[config.mk]
export PLATFORM = sky130hd
export DESIGN_NAME = accel_csr
export DESIGN_NICKNAME = d
export VERILOG_FILES = /design/src/rtl/accel_csr_pkg.sv /design/src/rtl/accel_csr_counter.sv /design/src/rtl/accel_csr_ctrl.sv /design/src/rtl/accel_csr_cfg.sv /design/src/rtl/accel_csr.sv
export SDC_FILE = /design/constraint.sdc
export NUM_CORES = 2
export LEC_CHECK = 0
export BUFFER_PORTS_ARGS = -buffer_cell sky130_fd_sc_hd__buf_4
export CORE_MARGIN = 5
export CORE_UTILIZATION = 50
export CTS_CLUSTER_DIAMETER = 120
export DETAILED_ROUTE_END_ITERATION = 10
export PLACE_DENSITY = 0.75
export RECOVER_POWER = 100
export REMOVE_ABC_BUFFERS = 1
export SLEW_MARGIN = 0
export SYNTH_ARGS = -nofsm -noshare
export SYNTH_HDL_FRONTEND = slang
export SYNTH_SLANG_ARGS = --single-unit
export TNS_END_PERCENT = 5
[constraint.sdc]
create_clock -name clk_i -period 2.9 [get_ports clk_i]
set_clock_uncertainty 0.2 [all_clocks]
set_input_delay 0.145 -clock clk_i [delete_from_list [all_inputs] [get_ports clk_i]]
set_output_delay 0.145 -clock clk_i [all_outputs]
set_load 0.005 [all_outputs]
[src/rtl/accel_csr_pkg.sv]
`timescale 1ns/1ps
package accel_csr_pkg;

   localparam int NUM_CNT = 8;
   localparam int IDX_W   = $clog2(NUM_CNT);

   typedef enum logic [IDX_W-1:0] {
      CNT_PROC       = 3'd0,
      CNT_STALL_HOST = 3'd1,
      CNT_STALL_MEM  = 3'd2,
      CNT_ETH        = 3'd3,
      CNT_ICMP       = 3'd4,
      CNT_UDP        = 3'd5,
      CNT_DET        = 3'd6,
      CNT_MAC_ERR    = 3'd7
   } cnt_idx_e;

   // Clearing groups: run-scoped counters clear on start, network counters on clear bit
   localparam logic [NUM_CNT-1:0] RUN_GROUP = 8'b0000_0111;
   localparam logic [NUM_CNT-1:0] NET_GROUP = 8'b1111_1000;

   // Control word bit positions
   localparam int CB_START   = 0;
   localparam int CB_IDLE    = 1;
   localparam int CB_CANCEL  = 2;
   localparam int CB_NETCLR  = 3;
   localparam int CB_HWIDLE  = 4;
   localparam int CB_INST    = 7;
   localparam int CB_ERR_LSB = 24;

   // Byte offsets
   localparam int OFS_CTRL      = 'h00;
   localparam int OFS_CNT_BASE  = 'h40;
   localparam int CNT_SPAN      = NUM_CNT * 8;
   localparam int OFS_MAC_LO    = 'h80;
   localparam int OFS_MAC_HI    = 'h84;
   localparam int OFS_IPV4      = 'h88;
   localparam int OFS_MODULES   = 'h8C;
   localparam int OFS_MODE      = 'h90;
   localparam int OFS_ENERGY_LO = 'h94;
   localparam int OFS_ENERGY_HI = 'h98;
   localparam int OFS_FRAMES    = 'h9C;
   localparam int OFS_PHOT_THR  = 'hA0;
   localparam int OFS_SNR_THR   = 'hA4;
   localparam int OFS_LAST      = OFS_SNR_THR;

endpackage

[src/rtl/accel_csr_counter.sv]
`timescale 1ns/1ps
module accel_csr_counter #(
   parameter int CNT_W = 64,
   parameter int LO_W  = 32,
   localparam int HI_W = CNT_W - LO_W
) (
   input  logic            clk_i,
   input  logic            rst_ni,
   input  logic            inc_i,
   input  logic            clr_i,
   input  logic            snap_i,
   output logic [LO_W-1:0] lo_o,
   output logic [HI_W-1:0] shadow_hi_o
);

   localparam logic [CNT_W-1:0] CNT_MAX = {CNT_W{1'b1}};

   if (LO_W < 1 || LO_W > 32) begin : g_bad_lo
      $error("accel_csr_counter: LO_W must lie in 1..32");
   end
   if (HI_W < 1 || HI_W > 32) begin : g_bad_hi
      $error("accel_csr_counter: CNT_W-LO_W must lie in 1..32");
   end

   logic [CNT_W-1:0] cnt_q;
   logic [HI_W-1:0]  shadow_q;

   always_ff @(posedge clk_i or negedge rst_ni) begin
      if (!rst_ni) begin
         cnt_q <= '0;
      end else if (clr_i) begin
         cnt_q <= '0;
      end else if (inc_i && (cnt_q != CNT_MAX)) begin
         cnt_q <= cnt_q + CNT_W'(1);
      end
   end

   always_ff @(posedge clk_i or negedge rst_ni) begin
      if (!rst_ni) begin
         shadow_q <= '0;
      end else if (snap_i) begin
         shadow_q <= cnt_q[CNT_W-1:LO_W];
      end
   end

   assign lo_o        = cnt_q[LO_W-1:0];
   assign shadow_hi_o = shadow_q;

   // a saturated counter stays saturated
   a_r9_saturate_hold: assert property (@(posedge clk_i) disable iff (!rst_ni)
      ((cnt_q == CNT_MAX) && !clr_i) |=> (cnt_q == CNT_MAX));

   // without clear the counter moves by at most one per cycle
   a_r6_step_one: assert property (@(posedge clk_i) disable iff (!rst_ni)
      !clr_i |=> ((cnt_q == $past(cnt_q)) || (cnt_q == $past(cnt_q) + CNT_W'(1))));

   // no event, no change
   a_r6_idle_stable: assert property (@(posedge clk_i) disable iff (!rst_ni)
      (!clr_i && !inc_i) |=> $stable(cnt_q));

   // a clear leaves zero behind
   a_r8_clear_zero: assert property (@(posedge clk_i) disable iff (!rst_ni)
      clr_i |=> (cnt_q == '0));

   // the shadow only moves on a low-word read
   a_r10_shadow_hold: assert property (@(posedge clk_i) disable iff (!rst_ni)
      !snap_i |=> $stable(shadow_q));

endmodule

[src/rtl/accel_csr_ctrl.sv]
`timescale 1ns/1ps
module accel_csr_ctrl
   import accel_csr_pkg::*;
#(
   parameter int INSTANCE = 0,
   parameter int ERR_W    = 4
) (
   input  logic             clk_i,
   input  logic             rst_ni,
   input  logic             wr_i,
   input  logic             wr_start_i,
   input  logic             wr_cancel_i,
   input  logic             wr_netclr_i,
   input  logic             idle_i,
   input  logic             host_wr_idle_i,
   input  logic [ERR_W-1:0] host_wr_err_i,
   output logic [31:0]      ctrl_word_o,
   output logic             start_evt_o,
   output logic             start_o,
   output logic             cancel_o,
   output logic             netclr_o
);

   if (INSTANCE < 0 || INSTANCE > 1) begin : g_bad_inst
      $error("accel_csr_ctrl: INSTANCE must be 0 or 1");
   end
   if (ERR_W < 1 || CB_ERR_LSB + ERR_W > 32) begin : g_bad_err
      $error("accel_csr_ctrl: error field does not fit the control word");
   end

   logic             start_evt;
   logic             start_q;
   logic             pulse_q;
   logic             cancel_q;
   logic             netclr_q;
   logic [ERR_W-1:0] err_q;

   assign start_evt = wr_i && wr_start_i;

   always_ff @(posedge clk_i or negedge rst_ni) begin
      if (!rst_ni) begin
         start_q  <= 1'b0;
         pulse_q  <= 1'b0;
         cancel_q <= 1'b0;
         netclr_q <= 1'b0;
         err_q    <= '0;
      end else begin
         pulse_q <= start_evt;
         if (start_evt) begin
            start_q <= 1'b1;
         end else if (start_q && !idle_i) begin
            start_q <= 1'b0;
         end
         if (start_evt) begin
            cancel_q <= 1'b0;
            netclr_q <= 1'b0;
            err_q    <= '0;
         end else begin
            if (wr_i) begin
               cancel_q <= wr_cancel_i;
               netclr_q <= wr_netclr_i;
            end
            err_q <= err_q | host_wr_err_i;
         end
      end
   end

   always_comb begin
      ctrl_word_o                          = '0;
      ctrl_word_o[CB_START]                = start_q;
      ctrl_word_o[CB_IDLE]                 = idle_i;
      ctrl_word_o[CB_CANCEL]               = cancel_q;
      ctrl_word_o[CB_NETCLR]               = netclr_q;
      ctrl_word_o[CB_HWIDLE]               = host_wr_idle_i;
      ctrl_word_o[CB_INST]                 = (INSTANCE == 1);
      ctrl_word_o[CB_ERR_LSB +: ERR_W]     = err_q;
   end

   assign start_evt_o = start_evt;
   assign start_o     = pulse_q;
   assign cancel_o    = cancel_q;
   assign netclr_o    = netclr_q;

   // a start leaves cancel and clear at zero
   a_r3_start_clears: assert property (@(posedge clk_i) disable iff (!rst_ni)
      start_evt |=> (!cancel_q && !netclr_q));

   // error flags are sticky until a start
   a_r5_err_sticky: assert property (@(posedge clk_i) disable iff (!rst_ni)
      !start_evt |=> ((err_q & $past(err_q)) == $past(err_q)));

   // a start empties the error flags
   a_r5_err_cleared: assert property (@(posedge clk_i) disable iff (!rst_ni)
      start_evt |=> (err_q == '0));

   // the start bit holds while the datapath stays idle
   a_r2_start_holds: assert property (@(posedge clk_i) disable iff (!rst_ni)
      (start_q && idle_i) |=> start_q);

   // each pulse follows a start write and is not repeated without one
   a_r2_pulse_single: assert property (@(posedge clk_i) disable iff (!rst_ni)
      (pulse_q && !start_evt) |=> !pulse_q);

endmodule

[src/rtl/accel_csr_cfg.sv]
`timescale 1ns/1ps
module accel_csr_cfg
   import accel_csr_pkg::*;
#(
   parameter int ADDR_W   = 8,
   parameter int MOD_W    = 8,
   parameter int ENERGY_W = 36,
   parameter int SNR_W    = 10
) (
   input  logic                clk_i,
   input  logic                rst_ni,
   input  logic                wr_i,
   input  logic [ADDR_W-1:0]   addr_i,
   input  logic [31:0]         wdata_i,
   output logic                hit_o,
   output logic [31:0]         rdata_o,
   output logic [47:0]         mac_addr_o,
   output logic [31:0]         ipv4_addr_o,
   output logic [MOD_W-1:0]    num_modules_o,
   output logic                photon_conv_o,
   output logic [15:0]         collection_id_o,
   output logic [ENERGY_W-1:0] inv_energy_o,
   output logic [31:0]         frames_expected_o,
   output logic [31:0]         photon_thresh_o,
   output logic [SNR_W-1:0]    snr_thresh_o
);

   localparam int E_LO_W = (ENERGY_W > 32) ? 32 : ENERGY_W;
   localparam int E_HI_W = (ENERGY_W > 32) ? ENERGY_W - 32 : 1;

   if (MOD_W < 1 || MOD_W > 32) begin : g_bad_mod
      $error("accel_csr_cfg: MOD_W must lie in 1..32");
   end
   if (ENERGY_W < 1 || ENERGY_W > 64) begin : g_bad_energy
      $error("accel_csr_cfg: energy width must lie in 1..64");
   end
   if (SNR_W < 1 || SNR_W > 32) begin : g_bad_snr
      $error("accel_csr_cfg: threshold width must lie in 1..32");
   end

   function automatic logic is_at(input logic [ADDR_W-1:0] a, input int ofs);
      return a == ADDR_W'(ofs);
   endfunction

   logic [31:0]       mac_lo_q;
   logic [15:0]       mac_hi_q;
   logic [31:0]       ipv4_q;
   logic [MOD_W-1:0]  modules_q;
   logic              photon_q;
   logic [15:0]       coll_id_q;
   logic [E_LO_W-1:0] e_lo_q;
   logic [31:0]       frames_q;
   logic [31:0]       phot_thr_q;
   logic [SNR_W-1:0]  snr_q;

   logic              e_hi_hit;
   logic [31:0]       e_hi_rd;

   always_ff @(posedge clk_i or negedge rst_ni) begin
      if (!rst_ni) begin
         mac_lo_q   <= '0;
         mac_hi_q   <= '0;
         ipv4_q     <= '0;
         modules_q  <= '0;
         photon_q   <= 1'b0;
         coll_id_q  <= '0;
         e_lo_q     <= '0;
         frames_q   <= '0;
         phot_thr_q <= '0;
         snr_q      <= '0;
      end else if (wr_i) begin
         if (is_at(addr_i, OFS_MAC_LO))    mac_lo_q   <= wdata_i;
         if (is_at(addr_i, OFS_MAC_HI))    mac_hi_q   <= wdata_i[15:0];
         if (is_at(addr_i, OFS_IPV4))      ipv4_q     <= wdata_i;
         if (is_at(addr_i, OFS_MODULES))   modules_q  <= wdata_i[MOD_W-1:0];
         if (is_at(addr_i, OFS_MODE)) begin
            photon_q  <= wdata_i[0];
            coll_id_q <= wdata_i[31:16];
         end
         if (is_at(addr_i, OFS_ENERGY_LO)) e_lo_q     <= wdata_i[E_LO_W-1:0];
         if (is_at(addr_i, OFS_FRAMES))    frames_q   <= wdata_i;
         if (is_at(addr_i, OFS_PHOT_THR))  phot_thr_q <= wdata_i;
         if (is_at(addr_i, OFS_SNR_THR))   snr_q      <= wdata_i[SNR_W-1:0];
      end
   end

   // Wide energy formats take a second word, narrow ones leave it unmapped
   if (ENERGY_W > 32) begin : g_energy_wide
      logic [E_HI_W-1:0] e_hi_q;
      always_ff @(posedge clk_i or negedge rst_ni) begin
         if (!rst_ni) begin
            e_hi_q <= '0;
         end else if (wr_i && is_at(addr_i, OFS_ENERGY_HI)) begin
            e_hi_q <= wdata_i[E_HI_W-1:0];
         end
      end
      assign inv_energy_o = {e_hi_q, e_lo_q};
      assign e_hi_hit     = is_at(addr_i, OFS_ENERGY_HI);
      assign e_hi_rd      = 32'(e_hi_q);
   end else begin : g_energy_narrow
      assign inv_energy_o = e_lo_q;
      assign e_hi_hit     = 1'b0;
      assign e_hi_rd      = '0;
   end

   always_comb begin
      hit_o   = 1'b1;
      rdata_o = '0;
      if (is_at(addr_i, OFS_MAC_LO))          rdata_o = mac_lo_q;
      else if (is_at(addr_i, OFS_MAC_HI))     rdata_o = 32'(mac_hi_q);
      else if (is_at(addr_i, OFS_IPV4))       rdata_o = ipv4_q;
      else if (is_at(addr_i, OFS_MODULES))    rdata_o = 32'(modules_q);
      else if (is_at(addr_i, OFS_MODE))       rdata_o = {coll_id_q, 15'd0, photon_q};
      else if (is_at(addr_i, OFS_ENERGY_LO))  rdata_o = 32'(e_lo_q);
      else if (e_hi_hit)                      rdata_o = e_hi_rd;
      else if (is_at(addr_i, OFS_FRAMES))     rdata_o = frames_q;
      else if (is_at(addr_i, OFS_PHOT_THR))   rdata_o = phot_thr_q;
      else if (is_at(addr_i, OFS_SNR_THR))    rdata_o = 32'(snr_q);
      else                                    hit_o   = 1'b0;
   end

   assign mac_addr_o        = {mac_hi_q, mac_lo_q};
   assign ipv4_addr_o       = ipv4_q;
   assign num_modules_o     = modules_q;
   assign photon_conv_o     = photon_q;
   assign collection_id_o   = coll_id_q;
   assign frames_expected_o = frames_q;
   assign photon_thresh_o   = phot_thr_q;
   assign snr_thresh_o      = snr_q;

   // without a write the outputs do not move
   a_r11_cfg_stable: assert property (@(posedge clk_i) disable iff (!rst_ni)
      !wr_i |=> ($stable(mac_addr_o) && $stable(ipv4_addr_o) && $stable(inv_energy_o)
                 && $stable(snr_thresh_o) && $stable(collection_id_o)));

endmodule

[src/rtl/accel_csr.sv]
`timescale 1ns/1ps
module accel_csr
   import accel_csr_pkg::*;
#(
   parameter int ADDR_W        = 8,
   parameter int CNT_W         = 64,
   parameter int LO_W          = 32,
   parameter int INSTANCE      = 0,
   parameter int ERR_W         = 4,
   parameter int MOD_W         = 8,
   parameter int ENERGY_INT_W  = 12,
   parameter int ENERGY_FRAC_W = 24,
   parameter int SNR_INT_W     = 6,
   parameter int SNR_FRAC_W    = 4
) (
   input  logic                                  clk_i,
   input  logic                                  rst_ni,
   input  logic                                  wr_en_i,
   input  logic                                  rd_en_i,
   input  logic [ADDR_W-1:0]                     addr_i,
   input  logic [31:0]                           wdata_i,
   output logic [31:0]                           rdata_o,
   input  logic                                  idle_i,
   input  logic                                  host_wr_idle_i,
   input  logic [ERR_W-1:0]                      host_wr_err_i,
   input  logic [7:0]                            evt_i,
   output logic                                  start_o,
   output logic                                  cancel_o,
   output logic [47:0]                           mac_addr_o,
   output logic [31:0]                           ipv4_addr_o,
   output logic [MOD_W-1:0]                      num_modules_o,
   output logic                                  photon_conv_o,
   output logic [15:0]                           collection_id_o,
   output logic [ENERGY_INT_W+ENERGY_FRAC_W-1:0] inv_energy_o,
   output logic [31:0]                           frames_expected_o,
   output logic [31:0]                           photon_thresh_o,
   output logic [SNR_INT_W+SNR_FRAC_W-1:0]       snr_thresh_o
);

   localparam int ENERGY_W = ENERGY_INT_W + ENERGY_FRAC_W;
   localparam int SNR_W    = SNR_INT_W + SNR_FRAC_W;
   localparam int HI_W     = CNT_W - LO_W;

   if (ADDR_W < $clog2(OFS_LAST + 4)) begin : g_bad_addr
      $error("accel_csr: ADDR_W too narrow for the register map");
   end
   if (NUM_CNT != 8) begin : g_bad_cnt
      $error("accel_csr: event port assumes eight counters");
   end

   // ---------------- decode ----------------
   logic              ctrl_sel;
   logic [ADDR_W-1:0] cnt_off;
   logic              cnt_sel;
   logic [IDX_W-1:0]  cnt_idx;
   logic              cnt_hi_sel;

   assign ctrl_sel   = (addr_i == ADDR_W'(OFS_CTRL));
   assign cnt_off    = addr_i - ADDR_W'(OFS_CNT_BASE);
   assign cnt_sel    = (cnt_off < ADDR_W'(CNT_SPAN)) && (cnt_off[1:0] == 2'b00);
   assign cnt_idx    = cnt_off[IDX_W+2:3];
   assign cnt_hi_sel = cnt_off[2];

   // ---------------- control word ----------------
   logic [31:0] ctrl_word;
   logic        start_evt;
   logic        netclr;

   accel_csr_ctrl #(
      .INSTANCE (INSTANCE),
      .ERR_W    (ERR_W)
   ) u_ctrl (
      .clk_i          (clk_i),
      .rst_ni         (rst_ni),
      .wr_i           (wr_en_i && ctrl_sel),
      .wr_start_i     (wdata_i[CB_START]),
      .wr_cancel_i    (wdata_i[CB_CANCEL]),
      .wr_netclr_i    (wdata_i[CB_NETCLR]),
      .idle_i         (idle_i),
      .host_wr_idle_i (host_wr_idle_i),
      .host_wr_err_i  (host_wr_err_i),
      .ctrl_word_o    (ctrl_word),
      .start_evt_o    (start_evt),
      .start_o        (start_o),
      .cancel_o       (cancel_o),
      .netclr_o       (netclr)
   );

   // ---------------- event counters ----------------
   logic [NUM_CNT-1:0] snap;
   logic [LO_W-1:0]    cnt_lo [NUM_CNT];
   logic [HI_W-1:0]    cnt_sh [NUM_CNT];

   for (genvar k = 0; k < NUM_CNT; k++) begin : g_cnt
      logic clr;
      assign clr = (RUN_GROUP[k] && start_evt) || (NET_GROUP[k] && netclr);
      accel_csr_counter #(
         .CNT_W (CNT_W),
         .LO_W  (LO_W)
      ) u_cnt (
         .clk_i       (clk_i),
         .rst_ni      (rst_ni),
         .inc_i       (evt_i[k]),
         .clr_i       (clr),
         .snap_i      (snap[k]),
         .lo_o        (cnt_lo[k]),
         .shadow_hi_o (cnt_sh[k])
      );
   end

   // ---------------- configuration ----------------
   logic        cfg_hit;
   logic [31:0] cfg_rdata;

   accel_csr_cfg #(
      .ADDR_W   (ADDR_W),
      .MOD_W    (MOD_W),
      .ENERGY_W (ENERGY_W),
      .SNR_W    (SNR_W)
   ) u_cfg (
      .clk_i             (clk_i),
      .rst_ni            (rst_ni),
      .wr_i              (wr_en_i),
      .addr_i            (addr_i),
      .wdata_i           (wdata_i),
      .hit_o             (cfg_hit),
      .rdata_o           (cfg_rdata),
      .mac_addr_o        (mac_addr_o),
      .ipv4_addr_o       (ipv4_addr_o),
      .num_modules_o     (num_modules_o),
      .photon_conv_o     (photon_conv_o),
      .collection_id_o   (collection_id_o),
      .inv_energy_o      (inv_energy_o),
      .frames_expected_o (frames_expected_o),
      .photon_thresh_o   (photon_thresh_o),
      .snr_thresh_o      (snr_thresh_o)
   );

   // ---------------- read path ----------------
   logic        rd_hit;
   logic [31:0] rd_word;
   logic [31:0] rdata_q;

   always_comb begin
      rd_hit  = 1'b0;
      rd_word = '0;
      snap    = '0;
      if (ctrl_sel) begin
         rd_hit  = 1'b1;
         rd_word = ctrl_word;
      end else if (cnt_sel) begin
         rd_hit = 1'b1;
         if (cnt_hi_sel) begin
            rd_word = 32'(cnt_sh[cnt_idx]);
         end else begin
            rd_word       = 32'(cnt_lo[cnt_idx]);
            snap[cnt_idx] = rd_en_i;
         end
      end else if (cfg_hit) begin
         rd_hit  = 1'b1;
         rd_word = cfg_rdata;
      end
   end

   always_ff @(posedge clk_i or negedge rst_ni) begin
      if (!rst_ni) begin
         rdata_q <= '0;
      end else if (rd_en_i) begin
         rdata_q <= rd_word;
      end
   end

   assign rdata_o = rdata_q;

   // unmapped reads return zero
   a_r12_unmapped_zero: assert property (@(posedge clk_i) disable iff (!rst_ni)
      (rd_en_i && !rd_hit) |=> (rdata_o == '0));

   // read data holds between reads
   a_r13_rdata_hold: assert property (@(posedge clk_i) disable iff (!rst_ni)
      !rd_en_i |=> $stable(rdata_o));

   // at most one shadow captures per cycle
   a_r10_one_snap: assert property (@(posedge clk_i) disable iff (!rst_ni)
      $onehot0(snap));

endmodule

==> impl_results.html <==
<table>
<tr><th>Metric</th><th>Value</th></tr>
<tr><th colspan="2">Run status</th></tr>
<tr><td>Status</td><td>complete, but fails checks</td></tr>
<tr><td>Violated checks</td><td>max-capacitance violations, max-slew violations</td></tr>
<tr><th colspan="2">Synth</th></tr>
<tr><td>Post-synthesis average cell area</td><td>11.0 um2</td></tr>
<tr><td>Total of flip-flops plus latches after synthesis</td><td>1023</td></tr>
<tr><td>Count of flip-flops with a built-in enable after synthesis</td><td>0</td></tr>
<tr><td>Fraction of registers with async set/reset</td><td>1.00</td></tr>
<tr><td>Area share of the largest cell type after synthesis</td><td>0.499</td></tr>
<tr><td>Ys Warns</td><td>0</td></tr>
<tr><td>Cells after Synth</td><td>4656</td></tr>
<tr><td>Leading post-synthesis cells by cell area</td><td>sky130_fd_sc_hd__dfrtp_1 50%, sky130_fd_sc_hd__mux2_2 9.9%, sky130_fd_sc_hd__mux4_2 6.1%</td></tr>
<tr><td>Number of distinct library cell variants in the gate-level netlist after synthesis</td><td>81</td></tr>
<tr><td>Share of the yosys chip area belonging to registers</td><td>0.499</td></tr>
<tr><td>Top cell type by total area after synthesis</td><td>sky130_fd_sc_hd__dfrtp_1</td></tr>
<tr><td>Dominant synthesized flop cell</td><td>sky130_fd_sc_hd__dfrtp_1</td></tr>
<tr><td>Netlist area before placement</td><td>0.0513 mm2</td></tr>
<tr><th colspan="2">CTS</th></tr>
<tr><td>Clock buffer count from CTS</td><td>104</td></tr>
<tr><td>CTS tree</td><td>done</td></tr>
<tr><td>Clock-pin slew on the worst setup and hold paths</td><td>60 ps</td></tr>
<tr><td>Buffer depth of the longest clock path</td><td>3</td></tr>
<tr><td>Post-CTS setup buffer count</td><td>0</td></tr>
<tr><td>CTS root buffer</td><td>sky130_fd_sc_hd__clkbuf_16</td></tr>
<tr><td>Depth of the CTS H-tree</td><td>3</td></tr>
<tr><td>Clock latency reported for the late side of the worst-skew pair</td><td>710 ps</td></tr>
<tr><td>Number of sinks on the clock net</td><td>1023</td></tr>
<tr><th colspan="2">Timing</th></tr>
<tr><td>Highest clock rate</td><td>0.349 GHz</td></tr>
<tr><td>Least-Margin Pin Slew</td><td>1700 ps</td></tr>
<tr><td>Worst Hold Slack</td><td>57.8 ps</td></tr>
<tr><td>Pins over their slew limit</td><td>32</td></tr>
<tr><td>Final setup violating endpoints</td><td>0</td></tr>
<tr><td>Final cycle utilization of the critical path</td><td>0.989</td></tr>
<tr><td>Final worst path period need</td><td>2870 ps</td></tr>
<tr><td>Hold Violations, Final</td><td>0</td></tr>
<tr><td>Max-slew headroom at the worst pin</td><td>-0.133</td></tr>
<tr><td>Sum of negative setup slack</td><td>0 ps</td></tr>
<tr><td>Unrepaired setup endpoints after global routing</td><td>true</td></tr>
<tr><th colspan="2">Power</th></tr>
<tr><td>Leakage power</td><td>27.4 nW</td></tr>
<tr><td>Max rail drop VDD</td><td>460 uV</td></tr>
<tr><td>Power Dens Cells</td><td>551 mW/mm2</td></tr>
<tr><th colspan="2">Cells and area</th></tr>
<tr><td>Final core utilization</td><td>0.601</td></tr>
<tr><td>Net count reported at finish</td><td>5279</td></tr>
<tr><td>Number of inserted filler cells in the final layout</td><td>8211</td></tr>
<tr><td>Finished layout cell area</td><td>0.0612 mm2</td></tr>
<tr><td>Share of cells above drive strength 1</td><td>0.254</td></tr>
<tr><td>Area grow syn2layout</td><td>19.2%</td></tr>
<tr><th colspan="2">Floorplanning</th></tr>
<tr><td>Die extent in x</td><td>330 um</td></tr>
<tr><td>I/O pin count</td><td>307</td></tr>
<tr><td>Area of the core region</td><td>0.102 mm2</td></tr>
<tr><td>Effective utilization at floorplan</td><td>0.504</td></tr>
<tr><td>Floorplan die area</td><td>0.109 mm2</td></tr>
<tr><td>Placement Rows</td><td>117</td></tr>
<tr><td>Die Y-Extent</td><td>330 um</td></tr>
<tr><th colspan="2">Worst setup path</th></tr>
<tr><td>Type of the worst setup path</td><td>register to register</td></tr>
<tr><td>Kind of end point of the critical path</td><td>register</td></tr>
<tr><td>CP Cell Sequence</td><td>nand2_1 &gt; nor4_1 &gt; buf_4 &gt; and4_1 &gt; a21boi_1 &gt; nand4_1 &gt; xor2_1 &gt; nor2_1</td></tr>
<tr><td>Max Fanout on Critical Path</td><td>7</td></tr>
<tr><td>CP arrival</td><td>3240 ps</td></tr>
<tr><td>Startpoint class of the critical path</td><td>register</td></tr>
<tr><td>Data required time of the worst path</td><td>3270 ps</td></tr>
<tr><td>Slowest cell on crit path</td><td>sky130_fd_sc_hd__nor4_1</td></tr>
<tr><td>Highest cell delay on the worst timing path</td><td>740 ps</td></tr>
<tr><th colspan="2">GRT</th></tr>
<tr><td>First-pass GRT wire length</td><td>258000 um</td></tr>
<tr><td>Number of global-route vias before repair</td><td>40100</td></tr>
<tr><td>Global-route usage over all layers</td><td>0.311</td></tr>
<tr><td>Remaining Overflow, GRT</td><td>0</td></tr>
<tr><td>Antenna violations before repair</td><td>8</td></tr>
<tr><td>Maximum number of pins on one net before global-route repair</td><td>100</td></tr>
<tr><th colspan="2">Place</th></tr>
<tr><td>RePlAce Congestion</td><td>1.04</td></tr>
<tr><td>Input/output buffers</td><td>306</td></tr>
<tr><td>Placed cell area</td><td>0.0574 mm2</td></tr>
<tr><td>Detail Placement HPWL</td><td>128000 um</td></tr>
<tr><th colspan="2">Drt</th></tr>
<tr><td>WL/cell</td><td>25.8 um</td></tr>
<tr><td>Via total after detailed routing</td><td>42100</td></tr>
<tr><td>Pre-antenna DRT Iters</td><td>8</td></tr>
<tr><td>Final WL</td><td>172000 um</td></tr>
<tr><td>Antenna Nets Post-Route</td><td>0</td></tr>
<tr><td>DRC marker count from the first detailed-route iteration</td><td>5688</td></tr>
<tr><td>Detail-routed via count per cell</td><td>6.31</td></tr>
<tr><td>DRC violations left</td><td>0</td></tr>
<tr><th colspan="2">Flow run</th></tr>
<tr><td>Reported max-cap violation count</td><td>2</td></tr>
<tr><th colspan="2">Min path</th></tr>
<tr><td>Class of the tightest hold or removal check</td><td>primary input to register</td></tr>
</table>
## layout make-up
type | count | area [um2] | share of cell area
inverters | 59 | 226 | 0.00370
repair buffers | 675 | 5080 | 0.0830
diodes | 3 | 7.51 | 0.000123
multi-input cells | 3350 | 24700 | 0.404
flip-flops and latches | 1023 | 25600 | 0.418
well taps | 1368 | 1710 | 0.0280
clock inverters | 53 | 857 | 0.0140
clock buffers | 144 | 2980 | 0.0487
## cell usage in the layout (no fill, tap or decap), drive strengths merged, types with 201 or more instances in the layout
| cell type | instances |
|---|---|
| dfrtp | 1023 |
| nor2 | 624 |
| mux2 | 459 |
| clkbuf | 436 |
| buf | 323 |
| nand2 | 291 |
| xor2 | 212 |
| nand3 | 208 |
| xnor2 | 203 |
| nand4 | 201 |
## layer usage
metal	GRT usage	share of wire	up-vias
met5	0	0.00020	-
met4	0.155	0.064	6
met3	0.0706	0.11	448
met2	0.463	0.43	2421
met1	0.434	0.40	21200
li1	-	-	18000
## logic make-up after synthesis
family	after synthesis	synth area share
and+or+nand+nor	1851	0.179
DFF	1023	0.499
muxes	666	0.175
xor gates and xnor gates	415	0.0708
AOI/OAI and AO/OA	410	0.0515
buffers and inverters	283	0.0225
adders and majority gates	8	0.00195
## synthesized netlist by cell type (7+ instances only)
master,number
sky130_fd_sc_hd__a21oi_1,112
sky130_fd_sc_hd__clkbuf_1,140
sky130_fd_sc_hd__nor2_1,624
sky130_fd_sc_hd__nor4_1,57
sky130_fd_sc_hd__buf_1,29
sky130_fd_sc_hd__a31oi_1,8
sky130_fd_sc_hd__buf_2,51
sky130_fd_sc_hd__dfrtp_1,1023
sky130_fd_sc_hd__a22oi_1,20
sky130_fd_sc_hd__mux2_1,7
sky130_fd_sc_hd__ha_1,8
sky130_fd_sc_hd__nand2_1,290
sky130_fd_sc_hd__a211oi_1,14
sky130_fd_sc_hd__or3_1,95
sky130_fd_sc_hd__xnor2_1,203
sky130_fd_sc_hd__mux2i_1,67
sky130_fd_sc_hd__o21ai_0,121
sky130_fd_sc_hd__nand3_1,208
sky130_fd_sc_hd__mux2_2,452
sky130_fd_sc_hd__o211ai_1,8
sky130_fd_sc_hd__a221oi_1,34
sky130_fd_sc_hd__o22ai_1,12
sky130_fd_sc_hd__nor3_1,125
sky130_fd_sc_hd__o221ai_1,9
sky130_fd_sc_hd__or2_2,16
sky130_fd_sc_hd__and3_1,81
sky130_fd_sc_hd__mux4_2,139
sky130_fd_sc_hd__or4_1,14
sky130_fd_sc_hd__a221o_1,11
sky130_fd_sc_hd__nand2b_1,12
sky130_fd_sc_hd__xor2_1,212
sky130_fd_sc_hd__and2_1,19
sky130_fd_sc_hd__a32o_1,12
sky130_fd_sc_hd__o21ai_1,7
sky130_fd_sc_hd__a222oi_1,8
sky130_fd_sc_hd__and4_1,60
sky130_fd_sc_hd__inv_1,58
sky130_fd_sc_hd__nand4_1,199
sky130_fd_sc_hd__o2111ai_1,8
sky130_fd_sc_hd__nor2b_1,8
## critical path, delay by kind of cell (launching register included)
family / cells / cell delay, ps
buffers and inverters: 1 / 220
xor gates and xnor gates: 1 / 180
and+or+nand+nor: 5 / 1390
DFF: 1 / 500
AOI/OAI and AO/OA: 1 / 250
## what timing repair did
item / 4_1_cts / 5_1_grt
setup endpoints to repair: 0 / 34
endpoints found under the hold margin: 1407 / 0
resized for setup: 0 / 17
hold buffers: 60 / 0
## sequential cells by signal, indices dropped and copies added (netlist names), 32 cells and up
signal                   flops
g_cnt.u_cnt.cnt_q          512
rdata_o                     32
u_cfg.e_lo_q                32
g_cnt.u_cnt.shadow_hi_o    256
u_cfg.photon_thresh_o       32
u_cfg.ipv4_addr_o           32
u_cfg.frames_expected_o     32
u_cfg.mac_lo_q              32
## path summary, 6_finish.rpt
check	from	endpoint	slack (ps)	cells after the start
min in group asynchronous	rst_ni	g_cnt[0].u_cnt.cnt_q[58]	650	4
max in group asynchronous	rst_ni	rdata_o[11]	300	4
hold reg to reg	g_cnt[6].u_cnt.shadow_hi_o[17]	g_cnt[6].u_cnt.shadow_hi_o[17]	290	1
setup / recovery	g_cnt[1].u_cnt.cnt_q[39]	g_cnt[1].u_cnt.cnt_q[6]	30	8
hold / removal	host_wr_err_i[1]	u_ctrl.err_q[1]	60	4
setup reg to reg	g_cnt[1].u_cnt.cnt_q[39]	g_cnt[1].u_cnt.cnt_q[6]	30	8
## metrics by stage
step           instances  power, W  worst slack (ps)
3_3_place_gp        6415    0.0189               152
2_1_floorplan       4432    0.0171             -3030
4_1_cts             6672    0.0339              18.8
6_report            6675    0.0337              32.9
5_1_grt             6672    0.0347             -37.8
3_5_place_dp        6415    0.0190              76.3
## where the power goes
part | switching (W) | internal, W | total, W | leakage [nW]
logic | 0.00182 | 0.00131 | 0.00313 | 11.5
registers | 0.000779 | 0.0149 | 0.0157 | 14.0
clock network | 0.00607 | 0.00888 | 0.0149 | 1.87
total | 0.00867 | 0.0251 | 0.0337 | 27.4
No activity file was read; power rests on OpenSTA's default activity.
